## src/rtl/sgi_dispatch_pkg.sv

```systemverilog
package sgi_dispatch_pkg;
  localparam int SGI_W  = 4;
  localparam int MASK_W = 16;
  localparam int AFF_W  = 8;
  localparam int NUM_SGI = 1 << SGI_W;

  typedef struct packed {
    logic load;
    logic step;
    logic cfgWr;
  } ctrlStrobe_t;

  typedef struct packed {
    logic stopNow;
    logic hitNext;
  } scanStatus_t;

  typedef enum logic [1:0] {ST_IDLE, ST_SCAN, ST_UPDATE, ST_KICK} scanState_t;
endpackage

```

## src/rtl/sgi_datapath.sv

```systemverilog
module sgi_datapath
  import sgi_dispatch_pkg::*;
#(
  parameter int NUM_CPUS = 8,
  parameter int CPU_W = (NUM_CPUS > 1) ? $clog2(NUM_CPUS) : 1
) (
  input  logic                        clk,
  input  logic                        rst_n,
  input  ctrlStrobe_t                 strobe,
  input  logic [63:0]                 reqData,
  input  logic [CPU_W-1:0]            reqCpu,
  input  logic [CPU_W-1:0]            cfgIdx,
  input  logic [4*AFF_W-1:0]          cfgAff,
  input  logic                        ackValid,
  input  logic [CPU_W-1:0]            ackCpu,
  input  logic [SGI_W-1:0]            ackSgi,
  output scanStatus_t                 status,
  output logic [NUM_CPUS*NUM_SGI-1:0] pending
);
  localparam logic [CPU_W-1:0] LAST_IDX = CPU_W'(NUM_CPUS - 1);

  logic [4*AFF_W-1:0] affTab [NUM_CPUS];
  logic [SGI_W-1:0]   reqSgi;
  logic               reqBcast;
  logic [3*AFF_W-1:0] reqAff;
  logic [CPU_W-1:0]   reqSender;
  logic [MASK_W-1:0]  workMask;
  logic [CPU_W-1:0]   idx;
  logic               hit;

  logic [4*AFF_W-1:0] entry;
  logic               inMaskRange;
  logic               matchTgt;
  logic               matchBc;
  logic               selNow;
  logic               isLast;
  logic [MASK_W-1:0]  entryBit;
  logic [MASK_W-1:0]  newMask;

  always_comb begin
    entry       = affTab[idx];
    inMaskRange = entry[AFF_W-1:0] < AFF_W'(MASK_W);
    entryBit    = inMaskRange ? (MASK_W'(1) << entry[3:0]) : '0;
    matchTgt    = (entry[4*AFF_W-1:AFF_W] == reqAff) && ((workMask & entryBit) != '0);
    matchBc     = (idx != reqSender);
    selNow      = strobe.step && (reqBcast ? matchBc : matchTgt);
    newMask     = matchTgt ? (workMask & ~entryBit) : workMask;
    isLast      = (idx == LAST_IDX);
    status.hitNext = hit || selNow;
    status.stopNow = reqBcast ? isLast
                              : (isLast || (workMask == '0) || (newMask == '0));
  end

  always_ff @(posedge clk) begin
    if (!rst_n) begin
      reqSgi    <= '0;
      reqBcast  <= 1'b0;
      reqAff    <= '0;
      reqSender <= '0;
      workMask  <= '0;
      idx       <= '0;
      hit       <= 1'b0;
    end else if (strobe.load) begin
      reqSgi    <= reqData[27:24];
      reqBcast  <= reqData[40];
      reqAff    <= {reqData[55:48], reqData[39:32], reqData[23:16]};
      reqSender <= reqCpu;
      workMask  <= reqData[15:0];
      idx       <= '0;
      hit       <= 1'b0;
    end else if (strobe.step) begin
      if (!reqBcast) workMask <= newMask;
      if (!isLast) idx <= idx + 1'b1;
      hit <= status.hitNext;
    end
  end

  always_ff @(posedge clk) begin
    if (!rst_n) begin
      for (int c = 0; c < NUM_CPUS; c++) affTab[c] <= '0;
    end else if (strobe.cfgWr) begin
      affTab[cfgIdx] <= cfgAff;
    end
  end

  for (genvar c = 0; c < NUM_CPUS; c++) begin : g_cpuRow
    logic rowSel;
    logic rowAck;
    assign rowSel = selNow && (idx == CPU_W'(c));
    assign rowAck = ackValid && (ackCpu == CPU_W'(c));
    always_ff @(posedge clk) begin
      if (!rst_n) begin
        pending[c*NUM_SGI +: NUM_SGI] <= '0;
      end else begin
        for (int s = 0; s < NUM_SGI; s++) begin
          if (rowSel && (reqSgi == SGI_W'(s)))
            pending[c*NUM_SGI + s] <= 1'b1;
          else if (rowAck && (ackSgi == SGI_W'(s)))
            pending[c*NUM_SGI + s] <= 1'b0;
        end
      end
    end
  end
endmodule

```

## src/rtl/sgi_control.sv

```systemverilog
module sgi_control
  import sgi_dispatch_pkg::*;
(
  input  logic        clk,
  input  logic        rst_n,
  input  logic        reqValid,
  input  logic        cfgWe,
  input  scanStatus_t status,
  output ctrlStrobe_t strobe,
  output logic        busy,
  output logic        reqError,
  output logic        stateUpdate,
  output logic        kick
);
  scanState_t state, stateNext;

  always_comb begin
    busy         = (state != ST_IDLE);
    strobe.load  = reqValid && !busy;
    strobe.step  = (state == ST_SCAN);
    strobe.cfgWr = cfgWe && !busy;
    reqError     = reqValid && busy;
    stateUpdate  = (state == ST_UPDATE);
    kick         = (state == ST_KICK);
    stateNext    = state;
    unique case (state)
      ST_IDLE:   if (reqValid) stateNext = ST_SCAN;
      ST_SCAN:   if (status.stopNow) stateNext = status.hitNext ? ST_UPDATE : ST_IDLE;
      ST_UPDATE: stateNext = ST_KICK;
      ST_KICK:   stateNext = ST_IDLE;
      default:   stateNext = ST_IDLE;
    endcase
  end

  always_ff @(posedge clk) begin
    if (!rst_n) state <= ST_IDLE;
    else        state <= stateNext;
  end
endmodule

```

## src/rtl/sgi_dispatch.sv

```systemverilog
module sgi_dispatch
  import sgi_dispatch_pkg::*;
#(
  parameter int NUM_CPUS = 8,
  parameter int CPU_W = (NUM_CPUS > 1) ? $clog2(NUM_CPUS) : 1
) (
  input  logic                        clk,
  input  logic                        rst_n,
  input  logic                        reqValid,
  input  logic [63:0]                 reqData,
  input  logic [CPU_W-1:0]            reqCpu,
  input  logic                        cfgWe,
  input  logic [CPU_W-1:0]            cfgIdx,
  input  logic [31:0]                 cfgAff,
  input  logic                        ackValid,
  input  logic [CPU_W-1:0]            ackCpu,
  input  logic [3:0]                  ackSgi,
  output logic [NUM_CPUS*16-1:0]      pending,
  output logic                        busy,
  output logic                        reqError,
  output logic                        stateUpdate,
  output logic                        kick
);
  ctrlStrobe_t strobe;
  scanStatus_t status;

  sgi_control u_ctrl (
    .clk(clk), .rst_n(rst_n), .reqValid(reqValid), .cfgWe(cfgWe),
    .status(status), .strobe(strobe), .busy(busy), .reqError(reqError),
    .stateUpdate(stateUpdate), .kick(kick)
  );

  sgi_datapath #(.NUM_CPUS(NUM_CPUS), .CPU_W(CPU_W)) u_dp (
    .clk(clk), .rst_n(rst_n), .strobe(strobe), .reqData(reqData),
    .reqCpu(reqCpu), .cfgIdx(cfgIdx), .cfgAff(cfgAff), .ackValid(ackValid),
    .ackCpu(ackCpu), .ackSgi(ackSgi), .status(status), .pending(pending)
  );
endmodule

```

## config.mk

```make
export PLATFORM = sky130hd
export DESIGN_NAME = sgi_dispatch
export DESIGN_NICKNAME = d
export VERILOG_FILES = /design/src/rtl/sgi_dispatch_pkg.sv /design/src/rtl/sgi_datapath.sv /design/src/rtl/sgi_control.sv /design/src/rtl/sgi_dispatch.sv
export SDC_FILE = /design/constraint.sdc
export NUM_CORES = 1
export LEC_CHECK = 0
export CELL_PAD_IN_SITES_DETAIL_PLACEMENT = 1
export CELL_PAD_IN_SITES_GLOBAL_PLACEMENT = 2
export CORE_ASPECT_RATIO = 1.2
export CORE_MARGIN = 2
export CORE_UTILIZATION = 40
export CTS_CLUSTER_DIAMETER = 100
export DETAILED_ROUTE_END_ITERATION = 8
export HOLD_SLACK_MARGIN = 0.1
export PLACE_DENSITY_LB_ADDON = 0.1
export SYNTH_ARGS = -nofsm -noshare
export SYNTH_HDL_FRONTEND = slang
export SYNTH_HIERARCHICAL = 1
export SYNTH_SLANG_ARGS = --single-unit
```

## constraint.sdc

```tcl
create_clock -name clk -period 7.65 [get_ports clk]
set_input_delay 1.53 -clock clk [delete_from_list [all_inputs] [get_ports clk]]
set_output_delay 1.53 -clock clk [all_outputs]
set_load 0.005 [all_outputs]
```

==> reports/results.txt, run 1 <==
Via Count: 13900
Initial Utilization: 40.6%
Post-CTS setup buffer count: 0
Post-synth EDFFs: 256
Min Tclk post-route: 5510 ps
Syn. warnings: 6
Maximum achievable frequency: 181 MHz
Worst R2R Path Depth: 11
Worst setup endpoint: u_dp/pending[11]$_SDFFE_PN0P_
Gate Count Post-Synth: 1669
Pre-CTS setup slack: 2050 ps
CP endpoint kind: register
Final core utilization: 49.9%
Worst vdd ir: 0.187 mV
Clock latency on the worst-skew pair: 590 ps
R2r endpoint: u_dp/pending[11]$_SDFFE_PN0P_
Crit-path max FO: 20
Commonest cells in the netlist: and2_1 (260), edfxtp_1 (256), dfxtp_1 (185)
Starting DRC count in detailed routing: 810
Period Utilization, post-route: 72.1%
Seq. cell area: 11400 µm²
Avg Cell Area, Syn: 11.5 µm²
Arrival time worst endpoint: 5990 ps
Clock root buffer: clkbuf_16
Cell area power density: 223 nW/µm²
CP max-delay cell: nand4_1
Most common cell in the synthesized netlist: and2_1
Worst path max stage delay: 870 ps
Worst reg2reg setup slack: 2140 ps
Rows: 87
Vias/cell: 5.50
Routed Antenna Nets: 0
Num CTS Buffers: 47
Final wirelength: 60100 µm
Maximum buffer depth of the clock tree: 3
CP required: 8130 ps
Post-Route Setup TNS: 0 ps
Fin nets: 1979
Residual DRC: 0
Relative slew margins: 14.8%
Synth-to-layout area growth: 22.7%
TritonCTS clock tree: built
Setup Viol. Count Final: 0
GPL Wtd Cong: 0.795
First-pass GRT wire length: 89300 µm
Final Skew: 12.9 ps
Hold WC Path Type: register to register
Die area: 49800 µm²
IO Pins: 246
# resized after CTS: 0
Largest net degree at the start of global routing: 83
Final Hold Fails: 0
Clk slew on worst S/H paths: 60 ps
Worst Tran Pin Value: 1270 ps
Synth Register Bits: 441
Max H-tree Level: 2
Ys flop type: edfxtp_1
Netlist cell types: 57
Critical path, cell by cell: buf_4 > and2_1 > a22o_1 > o22ai_1 > o21ai_0 > o21ai_0 > o211ai_1 > nand2_2 > o21ai_4 > nand4_1 > o22ai_1
Leakage: 0.00802 µW
Vias in the first global route: 14500
Final HPWL DP: 38800 µm
WS Path Type: register to register
RSZ-0062 raised after global routing: no
Synth top area share: 40.0%
Max Cap Viol: 0
Layout cell share with drive strength beyond 1: 8.65%
Status: finished clean
Multi-input gate area: 7450 µm²
Clock Sink Count: 441
TritonRoute pass-1 iters: 5
Die H: 244 µm
Die W: 204 µm
Layout fillers: 5006
Core ar.: 47200 µm²
Cts hold-fix bufs: 0
DR WL/cell: 23.9 µm
Area contributors post-synth: edfxtp_1 (40%), dfxtp_1 (19%), and2_1 (8.5%), mux2i_1 (4.8%), mux4_2 (4.6%)
CP Launch Type: register
Yosys top cell by area: edfxtp_1
Netlist Area Pre-Place: 19200 µm²
Final Max Slew Viols: 0
Final setup margin: 2140 ps
Asr flop ratio synth: 0%
Syn_nets: 1789
Seq/Total Area, Yosys: 59.3%
Total grt overflow: 0
GRT Total Usage: 24.0%
Initial antenna violation count: 4
PortBufs: 226
-- cell type report --
| type | instances | area share (%) |
|---|---|---|
| Sequential cell | 441 | 48.4 |
| Multi-Input combinational cell | 1107 | 31.6 |
| Timing Repair Buffer | 250 | 10.4 |
| Clock buffer | 67 | 5.66 |
| Tap cell | 623 | 3.31 |
| Clock inverter | 18 | 0.499 |
| Inverter | 12 | 0.191 |
| Antenna cell | 1 | 0.0106 |
-- how the worst min path moves through the flow --
stage	startpoint	end	cells past startpoint
detailed placement	u_dp/hit$_SDFFE_PP0P_	u_dp/hit$_SDFFE_PP0P_	2
floorplan	u_dp/hit$_SDFFE_PP0P_	u_dp/hit$_SDFFE_PP0P_	2
global route	u_dp/hit$_SDFFE_PP0P_	u_dp/hit$_SDFFE_PP0P_	2
CTS	u_dp/hit$_SDFFE_PP0P_	u_dp/hit$_SDFFE_PP0P_	2
global placement	u_dp/hit$_SDFFE_PP0P_	u_dp/hit$_SDFFE_PP0P_	2
finish	u_dp/hit$_SDFFE_PP0P_	u_dp/hit$_SDFFE_PP0P_	2
-- cells by family after synthesis --
kind of cell | synth area share, %
buffers and inverters | 2.56
adder cells (fa/ha/maj) | 0.391
flip-flops | 59.3
XOR/XNOR | 0.958
AO/OA/AOI/OAI | 8.66
multiplexers | 9.54
AND/OR/NAND/NOR | 18.6
-- routing by layer --
metal | part of all wire, % | vias up | GRT usage [%]
met5 | 0.067 | - | 0
met2 | 52 | 343 | 44.5
met1 | 40 | 6981 | 28.2
li1 | - | 6431 | -
met3 | 5.0 | 96 | 3.29
met4 | 2.6 | 6 | 7.93
-- stage by stage --
| stage | instances | total power [µW] | hold slack, ps | cell area [µm²] |
|---|---|---|---|---|
| 2_1_floorplan | 1669 | 2920 | 431 | 19200 |
| 3_3_place_gp | 2433 | 3110 | 440 | 22100 |
| 3_5_place_dp | 2433 | 3120 | 454 | 22100 |
| 4_1_cts | 2518 | 5320 | 464 | 23600 |
| 5_1_grt | 2518 | 5430 | 499 | 23600 |
| 6_report | 2519 | 5250 | 459 | 23600 |
-- layout by cell type, fill, tap and decap left out, drive strengths merged, types with 12 or more instances in the layout --
| cell type | instances |
|---|---|
| o22ai | 32 |
| a21oi | 25 |
| mux4 | 39 |
| clkinv | 16 |
| mux2i | 93 |
| a22oi | 17 |
| clkdlybuf4s50 | 225 |
| o211ai | 22 |
| nor2b | 12 |
| o21ai | 140 |
| nand3 | 119 |
| nor3 | 12 |
| nor4 | 13 |
| nand2 | 131 |
| nand2b | 13 |
| dfxtp | 185 |
| nand4 | 21 |
| xnor2 | 16 |
| nor2 | 67 |
| edfxtp | 256 |
| and2 | 261 |
| buf | 25 |
| inv | 13 |
| clkbuf | 67 |
-- flip-flops by register name, indices dropped and copies added (netlist names), named ones only --
name / cells
u_dp/reqAff: 24
u_dp/affTab: 256
u_dp/idx: 3
u_ctrl/state: 1
u_dp/pending: 128
u_dp/workMask: 16
u_dp/reqSender: 3
u_dp/hit: 1
u_dp/reqBcast: 1
u_dp/reqSgi: 4
-- critical path, delay by kind of cell, from the launching register on --
family	cells	cell delay, ps
compound gates	7	2370
buf+inv	1	420
flops	1	830
simple gates	3	1760
-- report_power, final --
group	internal [µW]	leakage (µW)	total (µW)	switching [µW]
logic	169	0.00317	429	260
clock network	1240	0.000714	2190	948
registers	2590	0.00414	2630	46.3
Note: power is estimated with default switching activity, not from simulation.
==> inputs of run 2 (changes only) <==
Settings changed: CORE_UTILIZATION 40 to 37.
Clock period 7.65 ns to 5.8 ns, I/O delays scaled along.
==> run 2 against run 1 <==
Effect of this change: sequential cell count unchanged; clock power up 40%; cell area up 1.3%; first-iteration DRC count down 2.5%; core utilization down 3.4 points; routed wire length up 4.9%.
==> reports/results.txt, run 2 (synthesis results as in run 1) <==
Layout cell share with drive strength beyond 1: 9.61% (+0.95 points)
Biggest register: u_dp/affTab
Starting DRC count in detailed routing: 790 (-2.5%)
Arrival time worst endpoint: 5230 ps (-760 ps)
Final Skew: 22.2 ps (+9.31 ps)
Residual DRC: 0 (unchanged)
Routed Antenna Nets: 0 (unchanged)
Die area: 53700 µm² (+8.0%)
Die H: 254 µm (+3.9%)
Die W: 212 µm (+3.9%)
Final Max Slew Viols: 0 (unchanged)
Vias in the first global route: 14700 (+1.9%)
Min Tclk post-route: 4700 ps (-817 ps)
Seq. cell area: 11400 µm² (unchanged)
Rows: 91 (+4.6%)
RSZ-0062 raised after global routing: no
Biggest regs: u_dp/affTab (256), u_dp/pending (128), u_dp/reqAff (24)
WS Path Type: register to register
Period Utilization, post-route: 81.0% (+8.9 points)
Initial antenna violation count: 5 (+1)
Final Hold Fails: 0 (unchanged)
Layout fillers: 5410 (+8.1%)
Hold Path Cell Cnt: 2 (unchanged)
Number of flip-flops in the largest register: 256 (unchanged)
Fin nets: 1991 (+0.61%)
# resized after CTS: 0 (unchanged)
Clk slew on worst S/H paths: 60 ps (about the same)
Worst R2R Path Depth: 13 (+2)
GRT Total Usage: 23.3% (-0.66 points)
Most frequent cells in the layout: and2_1 (259), edfxtp_1 (256), clkdlybuf4s50_1 (225)
Post-Route Setup TNS: 0 ps (unchanged)
TritonCTS clock tree: built
Final wirelength: 63000 µm (+4.9%)
Min Hold Slack: 459 ps (-0.0130 ps)
Multi-input gate area: 7460 µm² (+0.13%)
TritonRoute pass-1 iters: 5 (unchanged)
GPL Wtd Cong: 0.829 (+4.3%)
Worst vdd ir: 0.190 mV (+1.2%)
Cell area power density: 298 nW/µm² (+34%)
Total grt overflow: 0 (unchanged)
Final HPWL DP: 42200 µm (+8.5%)
Core ar.: 51400 µm² (+8.7%)
Via Count: 14000 (+1.2%)
Worst reg2reg setup slack: 1100 ps (-1030 ps)
Post-CTS setup buffer count: 0 (unchanged)
Synth-to-layout area growth: 24.3%
Crit-path max FO: 18 (-10%)
CP required: 6330 ps (-1800 ps)
IO Pins: 246 (unchanged)
Clock Sink Count: 441 (unchanged)
Maximum achievable frequency: 213 MHz (+17%)
Cts hold-fix bufs: 0 (unchanged)
Num CTS Buffers: 48 (+2.1%)
Max H-tree Level: 2 (unchanged)
Leakage: 0.00813 µW (+1.3%)
Maximum buffer depth of the clock tree: 3 (unchanged)
Max Cap Viol: 0 (unchanged)
Status: finished clean
DR WL/cell: 24.2 µm (+1.5%)
Relative slew margins: 13.5% (-1.3 points)
PortBufs: 226 (unchanged)
Tot Pwr: 7120 µW (+35%)
Hold WC Path Type: register to register
CP endpoint kind: register
First-pass GRT wire length: 92900 µm (+3.9%)
Initial Utilization: 37.4% (-3.3 points)
Setup Viol. Count Final: 0 (unchanged)
Vias/cell: 5.39 (-2.1%)
CP Launch Type: register
Clock latency on the worst-skew pair: 600 ps (about the same)
Most common cell after layout, fill and taps aside: and2_1
Worst Tran Pin Value: 1290 ps (+19.4 ps)
Largest net degree at the start of global routing: 68 (-18%)
Clock root buffer: clkbuf_16
run 2: cell types whose count changed in the layout (fill, tap and decap cells not counted), sizes merged:
cell and delta:
inv +1, diode +1, clkinvlp +1, clkbuf +2, bufinv +2, buf +11
clkinv -7
run 2: per-stage QoR:
step | util, % | instances | setup WS, ps | instance area [µm²]
final | 46.5 | 2604 | 1100 | 23900
after global routing | 46.5 | 2604 | 755 | 23900
after CTS | 46.5 | 2602 | 1070 | 23900
after global placement | 43.5 | 2518 | 1200 | 22300
after detailed placement | 43.5 | 2518 | 1140 | 22300
after floorplan | - | 1669 | 1370 | 19200
run 2: layer usage:
metal | track usage (%) | share of wire, %
met1 | 27.5 | 41
met2 | 43.7 | 53
met3 | 3.24 | 3.8
met4 | 6.74 | 2.3
met5 | 0 | 0.054
run 2: critical path, cell delays in order (launching register included):
cell      delay [ps]
dfxtp_2          730
nor2_1           310
buf_4            250
a22o_1           280
nor2_1           310
nand3_1          260
o221a_2          350
o211ai_1         490
nand2_2          330
o41ai_2          390
nand4_1          160
o41ai_2          420
and4b_1          250
o21a_1           100
run 2: area by class of cell:
cell class	count	share of cell area, %
diodes	2	0.0210
clock buffers	69	5.79
clock inverters	15	0.739
inverters	12	0.189
multi-input cells	1107	31.3
flip-flops and latches	441	47.7
well taps	697	3.65
repair buffers	261	10.6
run 2: power breakdown:
| group | internal (µW) | switching (µW) | total (µW) |
|---|---|---|---|
| Clock | 1790 | 1270 | 3060 |
| Combinational | 225 | 354 | 580 |
| Sequential | 3410 | 62.8 | 3480 |
| Total | 5420 | 1690 | 7120 |
run 2: worst min-delay path by stage:
stage	slack [ps]	from	endpoint
4_1_cts	470	u_dp/hit$_SDFFE_PP0P_	u_dp/hit$_SDFFE_PP0P_
2_1_floorplan	430	u_dp/hit$_SDFFE_PP0P_	u_dp/hit$_SDFFE_PP0P_
3_3_place_gp	440	u_dp/hit$_SDFFE_PP0P_	u_dp/hit$_SDFFE_PP0P_
6_report	460	u_dp/hit$_SDFFE_PP0P_	u_dp/hit$_SDFFE_PP0P_
3_5_place_dp	460	u_dp/hit$_SDFFE_PP0P_	u_dp/hit$_SDFFE_PP0P_
5_1_grt	490	u_dp/pending[122]$_SDFFE_PN0P_	u_dp/pending[122]$_SDFFE_PN0P_
